**config.mk**
```make
export PLATFORM = sky130hd
export DESIGN_NAME = inv_wrap_adder
export DESIGN_NICKNAME = d
export VERILOG_FILES = /design/src/rtl/iwa_pkg.sv /design/src/rtl/iwa_bitgen.sv /design/src/rtl/iwa_anchor.sv /design/src/rtl/iwa_fill.sv /design/src/rtl/inv_wrap_adder.sv
export SDC_FILE = /design/constraint.sdc
export NUM_CORES = 1
export LEC_CHECK = 0
export ABC_CLOCK_PERIOD_IN_PS = 3000
export BUFFER_PORTS_ARGS = -buffer_cell sky130_fd_sc_hd__clkbuf_2
export CAP_MARGIN = 20
export CORE_MARGIN = 2
export CORE_UTILIZATION = 30
export DETAILED_ROUTE_END_ITERATION = 8
export REMOVE_ABC_BUFFERS = 1
export SLEW_MARGIN = 10
export SYNTH_ARGS = -nofsm -noshare
export SYNTH_HDL_FRONTEND = slang
export SYNTH_HIERARCHICAL = 1
export SYNTH_SLANG_ARGS = --single-unit
```
**constraint.sdc**
```tcl
create_clock -name vclk -period 3
set_clock_uncertainty 0.05 [all_clocks]
set_input_delay 0.45 -clock vclk [all_inputs]
set_output_delay 0.45 -clock vclk [all_outputs]
set_load 0.01 [all_outputs]
```
**src/rtl/iwa_pkg.sv**
```systemverilog
// Shared types and carry helpers for the inverted wrap-carry adder.
// Assumes operand widths never exceed MAXW bits.
package iwa_pkg;

    localparam int MAXW = 32;

    // Generate/propagate pair of a bit or a group of bits.
    typedef struct packed {
        logic g;
        logic p;
    } gp_t;

    // Prefix operator: hi group absorbs the lower group lo.
    function automatic gp_t gp_merge(input gp_t hi, input gp_t lo);
        gp_t r;
        r.g = hi.g | (hi.p & lo.g);
        r.p = hi.p & lo.p;
        return r;
    endfunction

    // Carry out of bit hi given the group hi..lo and an incoming carry.
    // Bits outside the span act as identity (g=0, p=1); the fold is a
    // log-depth doubling network over the masked pairs.
    function automatic logic span_carry(input logic [MAXW-1:0] gv,
                                        input logic [MAXW-1:0] pv,
                                        input int hi, input int lo,
                                        input logic cin);
        logic [MAXW-1:0] tg;
        logic [MAXW-1:0] tp;
        for (int i = 0; i < MAXW; i++) begin
            if (i >= lo && i <= hi) begin
                tg[i] = gv[i];
                tp[i] = pv[i];
            end else begin
                tg[i] = 1'b0;
                tp[i] = 1'b1;
            end
        end
        for (int d = 1; d < MAXW; d = d * 2) begin
            for (int i = MAXW - 1; i >= d; i--) begin
                gp_t r;
                r = gp_merge('{g: tg[i], p: tp[i]}, '{g: tg[i-d], p: tp[i-d]});
                tg[i] = r.g;
                tp[i] = r.p;
            end
        end
        return tg[hi] | (tp[hi] & cin);
    endfunction

endpackage

```
**src/rtl/iwa_bitgen.sv**
```systemverilog
// Per-bit precompute: generate, propagate and half-sum of each bit pair.
// Purely combinational; no assumptions beyond matching operand widths.
module iwa_bitgen #(
    parameter int N = 16
) (
    input  logic [N-1:0] a_i,
    input  logic [N-1:0] b_i,
    output logic [N-1:0] g_o,
    output logic [N-1:0] p_o,
    output logic [N-1:0] h_o
);

    for (genvar i = 0; i < N; i++) begin : g_bit
        // one AND, OR and XOR per bit position
        assign g_o[i] = a_i[i] & b_i[i];
        assign p_o[i] = a_i[i] | b_i[i];
        assign h_o[i] = a_i[i] ^ b_i[i];
    end

endmodule

```
**src/rtl/iwa_anchor.sv**
```systemverilog
// Anchor carries: the circular carry out of bit m*S+S-1 for each of the
// K segments (S = N/K). A lower anchor merges its prefix group with the
// inverted generate of the wrapped group above it; the top anchor is the
// plain full-width group generate (the true carry out).
// Assumes N and K are powers of two with 1 <= K <= N <= MAXW.
module iwa_anchor
    import iwa_pkg::*;
#(
    parameter int N = 16,
    parameter int K = 8
) (
    input  logic         clk,
    input  logic         rst_n,
    input  logic [N-1:0] g_i,
    input  logic [N-1:0] p_i,
    output logic [K-1:0] anc_o
);

    localparam int S = N / K;

    for (genvar m = 0; m < K; m++) begin : g_anc
        localparam int J = m * S + S - 1;
        if (m == K - 1) begin : g_top
            // full-width group generate = carry out of the top bit
            assign anc_o[m] = span_carry(MAXW'(g_i), MAXW'(p_i), N - 1, 0, 1'b0);
        end else begin : g_low
            // prefix group J..0 merged with inverted wrapped group N-1..J+1
            assign anc_o[m] = span_carry(MAXW'(g_i), MAXW'(p_i), J, 0,
                              ~span_carry(MAXW'(g_i), MAXW'(p_i), N - 1, J + 1, 1'b0));

            // a generating bit forces its anchor carry high
            p_anchor_gen_r2: assert property (@(posedge clk) disable iff (!rst_n)
                g_i[J] |-> anc_o[m])
                else $error("anchor %0d not set by generate", J);

            // a killing bit forces its anchor carry low
            p_anchor_kill_r2: assert property (@(posedge clk) disable iff (!rst_n)
                !p_i[J] |-> !anc_o[m])
                else $error("anchor %0d not cleared by kill", J);
        end
    end

endmodule

```
**src/rtl/iwa_fill.sv**
```systemverilog
// Late stage: derives each non-anchor carry from the local group of its
// segment and the carry beneath the segment (the anchor below, or for the
// lowest segment the inverted carry out), then forms the sum bits.
// Assumes anc_i[K-1] is the true carry out of the top bit.
module iwa_fill
    import iwa_pkg::*;
#(
    parameter int N = 16,
    parameter int K = 8
) (
    input  logic         clk,
    input  logic         rst_n,
    input  logic [N-1:0] g_i,
    input  logic [N-1:0] p_i,
    input  logic [N-1:0] h_i,
    input  logic [K-1:0] anc_i,
    output logic [N-1:0] sum_o,
    output logic         wrap_o
);

    localparam int S = N / K;

    logic [N-1:0] c_out;
    logic         seed;

    // carry entering bit 0 is the inverted carry out
    assign seed = ~anc_i[K-1];

    for (genvar m = 0; m < K; m++) begin : g_seg
        localparam int BASE = m * S;
        if (S == 1) begin : g_direct
            // every bit is an anchor
            assign c_out[BASE] = anc_i[m];
        end else begin : g_late
            logic cprev;
            if (m == 0) begin : g_first
                assign cprev = seed;
            end else begin : g_next
                assign cprev = anc_i[m-1];
            end
            for (genvar t = 0; t < S; t++) begin : g_bit
                if (t == S - 1) begin : g_anchor
                    assign c_out[BASE+t] = anc_i[m];
                end else begin : g_derived
                    // one operator: local group BASE+t..BASE with carry beneath
                    assign c_out[BASE+t] = span_carry(MAXW'(g_i), MAXW'(p_i),
                                                      BASE + t, BASE, cprev);
                end
            end

            // a fully propagating, non-generating stretch passes the seed through
            p_fill_pass_r3: assert property (@(posedge clk) disable iff (!rst_n)
                ((&p_i[BASE+S-2:BASE]) && !(|g_i[BASE+S-2:BASE]))
                |-> (c_out[BASE+S-2:BASE] == {(S-1){cprev}}))
                else $error("segment %0d failed to pass its seed", m);
        end
    end

    // sum bit i takes the carry out of bit i-1; bit 0 takes the seed
    assign sum_o  = h_i ^ {c_out[N-2:0], seed};
    assign wrap_o = seed;

endmodule

```
**src/rtl/inv_wrap_adder.sv**
```systemverilog
// Top level of the inverted wrap-carry adder. Precompute, anchor network
// and late fill stage, with an optional operand/result register stage
// (REG_IO=1) under a synchronous active-low reset.
// Assumes N in {4,8,16,32} and K a power of two in 1..N; other values stop
// elaboration.
module inv_wrap_adder #(
    parameter int N      = 16,
    parameter int K      = 8,
    parameter int REG_IO = 0
) (
    input  logic         clk,
    input  logic         rst_n,
    input  logic [N-1:0] a_i,
    input  logic [N-1:0] b_i,
    output logic [N-1:0] sum_o,
    output logic         wrap_o
);

    if (!(N == 4 || N == 8 || N == 16 || N == 32) || K < 1 || K > N ||
        ((K & (K - 1)) != 0)) begin : g_bad_cfg
        $error("inv_wrap_adder: unsupported N=%0d K=%0d", N, K);
    end

    logic [N-1:0] op_a, op_b;
    logic [N-1:0] g_w, p_w, h_w;
    logic [K-1:0] anc_w;
    logic [N-1:0] core_sum;
    logic         core_cin;
    logic [N:0]   ext_sum;

    if (REG_IO != 0) begin : g_reg
        logic [N-1:0] a_q, b_q, s_q;
        logic         w_q;

        // capture operands
        always_ff @(posedge clk) begin
            if (!rst_n) begin
                a_q <= '0;
                b_q <= '0;
            end else begin
                a_q <= a_i;
                b_q <= b_i;
            end
        end

        // capture results
        always_ff @(posedge clk) begin
            if (!rst_n) begin
                s_q <= '0;
                w_q <= 1'b0;
            end else begin
                s_q <= core_sum;
                w_q <= core_cin;
            end
        end

        assign op_a   = a_q;
        assign op_b   = b_q;
        assign sum_o  = s_q;
        assign wrap_o = w_q;
    end else begin : g_comb
        assign op_a   = a_i;
        assign op_b   = b_i;
        assign sum_o  = core_sum;
        assign wrap_o = core_cin;
    end

    iwa_bitgen #(.N(N)) u_bitgen (
        .a_i (op_a),
        .b_i (op_b),
        .g_o (g_w),
        .p_o (p_w),
        .h_o (h_w)
    );

    iwa_anchor #(.N(N), .K(K)) u_anchor (
        .clk   (clk),
        .rst_n (rst_n),
        .g_i   (g_w),
        .p_i   (p_w),
        .anc_o (anc_w)
    );

    iwa_fill #(.N(N), .K(K)) u_fill (
        .clk    (clk),
        .rst_n  (rst_n),
        .g_i    (g_w),
        .p_i    (p_w),
        .h_i    (h_w),
        .anc_i  (anc_w),
        .sum_o  (core_sum),
        .wrap_o (core_cin)
    );

    // wide arithmetic sum, used only by the checks below
    assign ext_sum = {1'b0, op_a} + {1'b0, op_b};

    // result is the operand sum plus the wrap carry, modulo 2^N
    p_sum_mod_r1: assert property (@(posedge clk) disable iff (!rst_n)
        core_sum == N'(op_a + op_b + N'(core_cin)))
        else $error("sum does not match operands plus wrap carry");

    // wrap carry is set exactly when the plain addition does not overflow
    p_wrap_r2: assert property (@(posedge clk) disable iff (!rst_n)
        core_cin == !ext_sum[N])
        else $error("wrap carry does not invert the carry out");

endmodule

```
# == Word-level counts from Yosys, hierarchy flattened ==
# Cells that the tools add are included.
# totals
elab_cells,171
inputBits,34
register_bits,0
# op_classes
bitwise,171
# op_table
cell,n
$and 1x1->1,85
$or 1x1->1,61
$xor 1x1->1,16
$xor 16x16->16,1
$not 1->1,8

# == Depth between registers and ports, before layout ==
# depth
ltp_word,14
mapped_depth,10

# == Modules after synthesis ==
# Netlist, hierarchy kept.
# modules_own_cells
mod,area_per_inst_um2,seq_area_each_um2,instances,cells_each
iwa_bitgen,580.6,0.0,1,80
iwa_anchor,312.8,0.0,1,54
iwa_fill,187.7,0.0,1,25

# == Worst setup path before layout ==
# Ideal clock, no wire load.
# synth_timing
path_type,in2out
startpoint,in a_i[12]
endpoint,out sum_o[7]
slack_ns,0.520
path_buffers,0
stages,10
arrival_time_ns,1.980
t_required_ns,2.500
path_cell_list,inv_1 -> ha_1 -> inv_1 -> nand4_2 -> or2_4 -> nor2_2 -> nor2_1 -> a221o_1 -> a21oi_1 -> xnor2_1
# synth_via
elab_cells_between_ends,19
# synth_rtl
item,line_no,rtl
from (decl),inv_wrap_adder.sv:13,"input logic [N-1:0] a_i,"
$or 1x1->1 (*),iwa_bitgen.sv:16,assign p_o[i] = a_i[i] | b_i[i];
via p_w[12],inv_wrap_adder.sv:25,"logic [N-1:0] g_w, p_w, h_w;"
$and 1x1->1 (*) (2 in series),iwa_pkg.sv:17,r.p = hi.p & lo.p;
"$and 1x1->1, on equally long branches",-,
$or 1x1->1 / $and 1x1->1 (equally long branches),iwa_pkg.sv:16,r.g = hi.g | (hi.p & lo.g);
$or 1x1->1 (*),iwa_pkg.sv:16,
$not 1->1 (*),iwa_anchor.sv:29,"~span_carry(MAXW'(g_i), MAXW'(p_i), N - 1, J + 1, 1'b0));"
$and 1x1->1 (*),iwa_pkg.sv:47,return tg[hi] | (tp[hi] & cin);
$or 1x1->1 (*),iwa_pkg.sv:47,
via anc_w[2],inv_wrap_adder.sv:26,logic [K-1:0] anc_w;
$and 1x1->1 (*),iwa_pkg.sv:47,
$or 1x1->1 (*),iwa_pkg.sv:47,
$xor 16x16->16 (*),iwa_fill.sv:60,"assign sum_o = h_i ^ {c_out[N-2:0], seed};"
to (decl),inv_wrap_adder.sv:15,"output logic [N-1:0] sum_o,"
# Mark *: on every way through the listed nets, which the timed path passes. The rest lies on a longest branch.

# == Final worst setup path ==
# Same ends and word-level chain as after synthesis.

==> out/results.tsv <==
stage	metric	value	unit
timing	rsz0062_at_grt	no	
min_path	holdPathStages	5	
cells_and_area	drive_gt1_frac	0.276	
floorplanning	rows	21	
floorplanning	die_area	4100	µm²
setup_path	crit_required	2.50	ns
global_routing	use_met2	0.193	
setup_path	crit_chain	clkbuf_2, inv_1, ha_1, inv_1, nand4_2, or2_4, nor2_2, nor2_1, a221o_1, a21oi_1, xnor2_1, clkbuf_2	
global_routing	met1_usage	0.135	
timing	timing.final.crit_share	0.929	
cells_and_area	fin_util	0.413	
logic_synthesis	synthesis.instances	159	
global_routing	gr-usage-all-layers	0.102	
logic_synthesis	netlist_top_cells_count	inv_1, ha_1, a21oi_1, xnor2_1, nand2_1	
clock_network	postCtsHoldBufs	0	
setup_path	cp_max_fo	4	
timing	maxSlewHeadroom	0.771	
setup_path	criticalPathCategory	in2out	
power_and_ir_drop	p_leak	0.873	nW
logic_synthesis	synth_top_area_frac	0.370	
cells_and_area	nFillCells	365	
routing	ant_nets	0	
global_routing	gr-total-overflow	0	
logic_synthesis	yosysTopAreaCell	ha_1	
routing	wire_per_inst	8.23	µm
outcome	status	finished, final reports clean	
job	drv_cap	0	
global_routing	grt_max_degree	7	
setup_path	start_kind	primary input	
floorplanning	start_util	0.319	
logic_synthesis	synth_cell_types	28	
min_path	worstHoldEndpoint	sum_o[4]	
timing	setup_viol	0	
global_routing	antenna_found_initial	0	
placed_design	dp_hpwl	1990	µm
setup_path	critPathMaxStageDelay	0.37	ns
setup_path	cp.arrival	2.29	ns
cells_and_area	n_clock_buffer	0	
logic_synthesis	synthTopCellsByArea	ha_1, inv_1, a21oi_1, xnor2_1, xor2_1	
cells_and_area	synthToLayoutAreaGrowth	29.4	%
logic_synthesis	syn_avg_cell_area	6.80	µm²
global_routing	grt_pass1_vias	1001	
floorplanning	core_area	3390	µm²
clock_network	ctsResizeCount	0	
cells_and_area	num_antenna_cells	0	
min_path	hold_start	b_i[4]	
logic_synthesis	synth.most_common_cell	inv_1	
timing	fmaxAchievable	359	MHz
cells_and_area	multi_input_area	893	µm²
placed_design	portBuffers	49	
routing	wl	2110	µm
timing	setup-tns-final	0	ns
routing	num_vias	1118	
timing	period_needed	2.79	ns
clock_network	post-cts-setup-buffers	0	
global_routing	grt_busiest_layer	met2	
floorplanning	chipHeight	64.0	µm
cells_and_area	regArea	0	µm²
global_routing	grt_use_met3	0.00352	
logic_synthesis	synth_area	1080	µm²
timing	tightestPinTransition	0.341	ns
setup_path	worst-path-buf-inv	4	
power_and_ir_drop	power_density	199	nW/µm²
cells_and_area	seq_cells	0	
placed_design	gp_congestion	0.861	
cells_and_area	fin_nets	278	
global_routing	grt_pass1_wl	3710	µm
setup_path	crit_family	simple AND/OR/NAND/NOR gates	
timing	final_hold_viol_count	0	
routing	vias_per_cell	4.37	
routing	drt-pass1-iter-count	4	
setup_path	critical_path.slowest_cell	a221o_1	
min_path	min_path_type	in2out	
routing	drcViolationCount	0	
floorplanning	die_x	64.0	µm
timing	hold_slack	1.29	ns
routing	drtIter0Drc	24	
logic_synthesis	yosysWarnings	6	
logic_synthesis	yosysSeqAreaShare	0	
power_and_ir_drop	ir_drop	70.1	µV
timing	maxSlewViolCount	0	
setup_path	endpoint_kind	primary output	
floorplanning	pin_count	51	
[tightest hold or removal path: stages]
cell and delay [ns]:
clkbuf_2 0.09, inv_1 0.05, ha_1 0.12, xor2_1 0.06, clkbuf_2 0.12
[kinds of logic after synthesis]
kind of cell,count (synthesis),synth area share
compound gates,38,0.219
xor+xnor,16,0.130
fa+ha+maj,32,0.370
buf+inv,50,0.174
simple gates,23,0.108
[stage by stage]
step           cells  instance area, µm²  total power, mW  setup WS, ns
2_1_floorplan    159                1080            0.177         0.520
5_1_grt          256                1400            0.316        0.0298
6_report         256                1400            0.278         0.214
4_1_cts          256                1400            0.284         0.187
3_3_place_gp     256                1400            0.280         0.193
3_5_place_dp     256                1400            0.282         0.194
[where the power goes]
| group | switching [mW] | internal, mW |
|---|---|---|
| combinational | 0.149 | 0.129 |
| sequential | 0 | 0 |
| clock | 0 | 0 |
[routing by layer]
| metal | up-vias | routed length [µm] |
|---|---|---|
| met5 | - | 0 |
| met4 | 0 | 0 |
| met3 | 0 | 94 |
| met2 | 25 | 978 |
| met1 | 482 | 1030 |
| li1 | 611 | - |
[how the worst max path moves through the flow]
| stage | slack, ns | to | startpoint | cells after the start |
|---|---|---|---|---|
| 3_3_place_gp | 0.19 | sum_o[7] | a_i[12] | 12 |
| 4_1_cts | 0.19 | sum_o[7] | a_i[12] | 12 |
| 2_1_floorplan | 0.52 | sum_o[7] | a_i[12] | 10 |
| 6_report | 0.21 | sum_o[7] | a_i[12] | 12 |
| 5_1_grt | 0.03 | sum_o[3] | a_i[15] | 12 |
| 3_5_place_dp | 0.19 | sum_o[7] | a_i[12] | 12 |
[cells in the final DEF (no fill, tap or decap), types with 2 or more instances in the layout]
master     n
clkbuf_2  49
o41ai_1    2
o21ai_0    6
a21oi_1   17
nand2_1    8
a21o_1     2
nand4_1    3
ha_1      32
xor2_1     7
inv_1     49
nor2_1     6
xnor2_1    9
o21ai_1    2
buf_4      2
[area by class of cell]
| class | count | share of cell area |
|---|---|---|
| multi-input combinational | 109 | 0.639 |
| inverter | 50 | 0.134 |
| tap | 46 | 0.0411 |
| timing repair buffer | 51 | 0.186 |
(Power assumes the default switching activity.)
